===== src/rtl/rdy_pkg.sv =====
package rdy_pkg;

    // Registered state of one hysteretic monitor.
    typedef struct packed {
        logic bad;
    } mon_st_t;

    // Index of each monitor in the combined condition vector.
    localparam int IDX_PRI = 0;
    localparam int IDX_SEC = 1;
    localparam int IDX_TMP = 2;
    localparam int N_MON   = 3;

endpackage


===== src/rtl/hyst_mon.sv =====
module hyst_mon #(
    parameter int W         = 16,
    parameter int TRIP      = 0,    // crossing this marks the monitor bad
    parameter int REARM     = 0,    // crossing this marks it good again
    parameter bit HIGH_TRIP = 1'b0, // 1: bad above TRIP, 0: bad below TRIP
    parameter bit RST_BAD   = 1'b1
) (
    input  logic         clk,
    input  logic         rst_n,
    input  logic         vld,
    input  logic [W-1:0] val,
    output logic         bad
);
    import rdy_pkg::*;

    localparam logic [W-1:0] TRIP_V  = W'(TRIP);
    localparam logic [W-1:0] REARM_V = W'(REARM);

    logic    trip_hit;
    logic    rearm_hit;
    mon_st_t st_d, st_q;

    generate
        if (HIGH_TRIP) begin : g_over
            assign trip_hit  = val > TRIP_V;
            assign rearm_hit = val < REARM_V;
        end else begin : g_under
            assign trip_hit  = val < TRIP_V;
            assign rearm_hit = val > REARM_V;
        end
    endgenerate

    always_comb begin
        st_d = st_q;
        if (vld) begin
            if (trip_hit)       st_d.bad = 1'b1;
            else if (rearm_hit) st_d.bad = 1'b0;
        end
    end

    always_ff @(posedge clk or negedge rst_n) begin
        if (!rst_n) st_q.bad <= RST_BAD;
        else        st_q     <= st_d;
    end

    assign bad = st_q.bad;

    // nothing changes without a strobe
    p_idle_hold_r6: assert property (@(posedge clk) disable iff (!rst_n)
        !vld |=> $stable(bad));

    // reading inside the hysteresis band keeps the state
    p_band_hold_r5: assert property (@(posedge clk) disable iff (!rst_n)
        (vld && !trip_hit && !rearm_hit) |=> $stable(bad));

    // a trip reading marks the monitor bad
    p_trip_r4: assert property (@(posedge clk) disable iff (!rst_n)
        (vld && trip_hit) |=> bad);

    // a rearm reading recovers without reset
    p_rearm_r9: assert property (@(posedge clk) disable iff (!rst_n)
        (vld && rearm_hit && !trip_hit) |=> !bad);

endmodule


===== src/rtl/rdy_combine.sv =====
module rdy_combine #(
    parameter int N = 3
) (
    input  logic [N-1:0] cond_bad,
    output logic         ready_n,
    output logic         drive_block
);
    logic any_bad;

    always_comb begin
        any_bad = 1'b0;
        for (int i = 0; i < N; i++) any_bad = any_bad | cond_bad[i];
    end

    assign ready_n     = any_bad;
    assign drive_block = any_bad;

endmodule


===== src/rtl/rdy_supervisor.sv =====
module rdy_supervisor #(
    parameter int MV_W        = 16,
    parameter int TC_W        = 8,
    parameter int PRI_GOOD_MV = 2439,
    parameter int PRI_BAD_MV  = 2342,
    parameter int SEC_GOOD_MV = 11670,
    parameter int SEC_BAD_MV  = 11270,
    parameter int TSD_ON_C    = 155,
    parameter int TSD_OFF_C   = 135
) (
    input  logic            clk,
    input  logic            rst_n,
    input  logic [MV_W-1:0] pri_mv,
    input  logic            pri_vld,
    input  logic [MV_W-1:0] sec_mv,
    input  logic            sec_vld,
    input  logic [TC_W-1:0] tmp_c,
    input  logic            tmp_vld,
    output logic            ready_n,
    output logic            drive_block
);
    import rdy_pkg::*;

    localparam logic [MV_W-1:0] PRI_BAD_V = MV_W'(PRI_BAD_MV);
    localparam logic [TC_W-1:0] TSD_ON_V  = TC_W'(TSD_ON_C);

    logic [N_MON-1:0] cond_bad;

    hyst_mon #(.W(MV_W), .TRIP(PRI_BAD_MV), .REARM(PRI_GOOD_MV),
               .HIGH_TRIP(1'b0), .RST_BAD(1'b1)) u_pri (
        .clk(clk), .rst_n(rst_n), .vld(pri_vld), .val(pri_mv),
        .bad(cond_bad[IDX_PRI]));

    hyst_mon #(.W(MV_W), .TRIP(SEC_BAD_MV), .REARM(SEC_GOOD_MV),
               .HIGH_TRIP(1'b0), .RST_BAD(1'b1)) u_sec (
        .clk(clk), .rst_n(rst_n), .vld(sec_vld), .val(sec_mv),
        .bad(cond_bad[IDX_SEC]));

    hyst_mon #(.W(TC_W), .TRIP(TSD_ON_C), .REARM(TSD_OFF_C),
               .HIGH_TRIP(1'b1), .RST_BAD(1'b0)) u_tmp (
        .clk(clk), .rst_n(rst_n), .vld(tmp_vld), .val(tmp_c),
        .bad(cond_bad[IDX_TMP]));

    rdy_combine #(.N(N_MON)) u_comb (
        .cond_bad(cond_bad), .ready_n(ready_n), .drive_block(drive_block));

    // a primary undervoltage reading withdraws ready on the next cycle
    p_pri_drop_r7: assert property (@(posedge clk) disable iff (!rst_n)
        (pri_vld && pri_mv < PRI_BAD_V) |=> ready_n);

    // an over-temperature reading withdraws ready on the next cycle
    p_hot_drop_r7: assert property (@(posedge clk) disable iff (!rst_n)
        (tmp_vld && tmp_c > TSD_ON_V) |=> ready_n);

    // gate held off whenever not ready
    p_gate_off_r8: assert property (@(posedge clk) disable iff (!rst_n)
        ready_n |-> drive_block);

endmodule


===== config.mk =====
export PLATFORM = sky130hd
export DESIGN_NAME = rdy_supervisor
export DESIGN_NICKNAME = d
export VERILOG_FILES = /design/src/rtl/rdy_pkg.sv /design/src/rtl/hyst_mon.sv /design/src/rtl/rdy_combine.sv /design/src/rtl/rdy_supervisor.sv
export SDC_FILE = /design/constraint.sdc
export NUM_CORES = 1
export LEC_CHECK = 0
export BUFFER_PORTS_ARGS = -buffer_cell sky130_fd_sc_hd__clkbuf_2
export CAP_MARGIN = 20
export CELL_PAD_IN_SITES_DETAIL_PLACEMENT = 1
export CELL_PAD_IN_SITES_GLOBAL_PLACEMENT = 1
export CORE_UTILIZATION = 19
export DETAILED_ROUTE_END_ITERATION = 10
export PLACE_DENSITY_LB_ADDON = 0.25
export SETUP_SLACK_MARGIN = 0.15
export SYNTH_ARGS = -nofsm -noshare
export SYNTH_HDL_FRONTEND = slang
export SYNTH_SLANG_ARGS = --single-unit

===== constraint.sdc =====
create_clock -name clk -period 1.85 [get_ports clk]
set_input_delay 0 -clock clk [delete_from_list [all_inputs] [get_ports clk]]
set_output_delay 0 -clock clk [all_outputs]
set_load 0.03 [all_outputs]

==> impl_metrics.ini <==
[synthesis]
synth_ff_type = dfstp_2
synthTopCellsByCount = 5 x o21ai_0, 4 x inv_1, 3 x o2111ai_1, 3 x or3_1
synth_area_per_cell_um2 = 7.86
yosys.area_share.simple_pct = 34.3
synthArstFlopShare_pct = 100
synth_area_leaders = dfstp_2 15%, o2111ai_1 7.3%, dfrtp_1 6.9%
synth_edf_count = 0
netlist.area_leader.share_pct = 14.5
synth.distinct_cells = 28
post-synth-top-count-cell = o21ai_0
yosysTopAreaCell = dfstp_2
synth_seq_area_share_pct = 21.5
synthXorXnorAreaFrac_pct = 0
synth_area_um2 = 362
synth_top_family_by_area = compound AO/OA/AOI/OAI gates
synth_compound_area_share_pct = 38.1
synth_seq_cells = 3
synth_fa_ha_area_share_pct = 0
muxShareOfSynthArea_pct = 0
synth_cells = 46
synth_fp_nets = 91
ys_warn_count = 0

[pwr]
vdd_drop_max_v = 0.000212
leakage_nw = 0.325
power_density_nw_per_um2 = 468

[clock_tree]
cts.sinks = 3
clkTransAtPathRegs_ps = 30
cts_root_buffer = clkbuf_4
post_cts_buffers = 0
insertion_delay_ps = 230
cts_hold_buf = 1
cts.path.max_buffers = 2
cts_max_level = 1
cts_tree = yes
cts_buffers = 3
cts_resized = 0

[routing]
drt-initial-drc-count = 4
routedWlPerCell_um = 9.82
detail-route-antenna-nets = 0
wl_mm = 1.19
vias = 591
via_per_inst = 4.88
firstDrtPassIters = 4
drc = 0

[cells_and_area]
final_area_um2 = 652
nets = 142
fill_cells = 254
fin_cells = 121
layout-drive-gt1-share_pct = 54.2
diodes = 0
syn2layout_area_growth_pct = 80.3

[sta]
fmaxAchievable_mhz = 828
drv_slew = 0
timing_hold_violations_final = 0
rsz0062_at_grt = no
tns_ps = 0
tightest_slew_ps = 520
setup_viol = 0
fin_crit_sh_pct = 65.3
timing.final.crit_period_ps = 1210
slew_headroom_pct = 64.9
worst_clock_skew_ps = 0
layout_setup_ws_ps = 642

[flow_run]
max_cap_viol_count = 0

[critical_path]
path_class = reg -> reg
path_max_fanout = 4
endpoint_kind = flip-flop
critical_path_required_ps = 2000
cp-start-kind = flip-flop
crit_arrival_ps = 1360

[floorplanning]
fp.dieArea_um2 = 2080
io_pins = 47
coreArea_um2 = 1760
die_x_um = 45.6
fp.dieH_um = 45.6
rows = 15
start_util_pct = 20.5

[place]
place_ws_ps = 570
dp_hpwl_mm = 1.14
place_congestion = 0.661
dp_cells = 116
io_buffers = 46
post_dp_cell_area_um2 = 616

[global_routing]
antenna_found_initial = 0
grt_max_degree = 5
grt_pass1_vias = 557
grt_pass1_wl_mm = 2.03
grt_overflow = 0
grt_use_total_pct = 13.4

[status]
outcome = finished, final reports clean

[hold_path]
hold_path_class = in -> reg
[flip-flops by register name, summed over array words and instances, names as in the netlist]
name,count
u_pri.bad,1
u_sec.bad,1
u_tmp.bad,1
[stage by stage]
stage          total power (W)  hold slack [ps]  utilization [%]
6_report              0.000305             10.0             37.0
3_5_place_dp          0.000191             -200             34.9
5_1_grt               0.000334             14.7             37.0
2_1_floorplan         0.000129             -296                -
3_3_place_gp          0.000189             -200             34.9
4_1_cts               0.000315             5.33             37.0
[area by class of cell]
cell class	count	area, um^2	share of cell area (%)
Tap cell	25	31.3	4.80
Sequential cell	3	77.6	11.9
Timing Repair Buffer	47	240	36.9
Multi-Input combinational cell	38	262	40.1
Clock buffer	4	26.3	4.03
Inverter	4	15.0	2.30
[layer usage]
metal	track usage, %	vias to the layer above	part of all wire (%)	routed length, um
met5	0	-	0	0
met4	3.64	0	0	0
met3	4.76	0	7.9	94
met2	21.7	25	49	581
met1	16.7	272	43	512
li1	-	294	-	-
[worst max-delay path, stage by stage, from the launching register on]
cell	delay, ps
dfstp_2	540
nand3b_1	80
o41a_1	310
o2111ai_1	190
[cells by family (layout without fill, tap and decap cells)]
kind of cell / count (synthesis) / count (layout)
AO/OA/AOI/OAI: 19 / 19
flip-flops: 3 / 3
AND/OR/NAND/NOR: 19 / 19
buffers and inverters: 5 / 55
[power breakdown]
part	switching [W]	total, W	leakage [nW]	internal, W
registers	0.00000565	0.0000817	0.0325	0.0000761
clock network	0.0000346	0.000115	0.0150	0.0000809
logic	0.0000503	0.000108	0.278	0.0000578
[final timing paths]
path,slack (ps),to,depth (start not counted),start
max in group asynchronous,1560,u_sec.bad,2,rst_n
min reg2reg,520,u_tmp.bad,1,u_tmp.bad
min,10,u_tmp.bad,2,tmp_c[7]
max,640,u_sec.bad,3,u_sec.bad
max reg2reg,640,u_sec.bad,3,u_sec.bad
min in group asynchronous,90,u_tmp.bad,2,rst_n
[cell usage in the layout (no fill, tap or decap), drive strengths merged, types with 2 or more instances in the layout]
cell and n:
o21ai 5, or3 3, o2111ai 3, nand2 2, nand3 2, dfstp 2
clkbuf 50, inv 4, nor4bb 2, a31oi 2, a211oi 2, or4 2
Note: power is estimated with default switching activity, not from simulation.
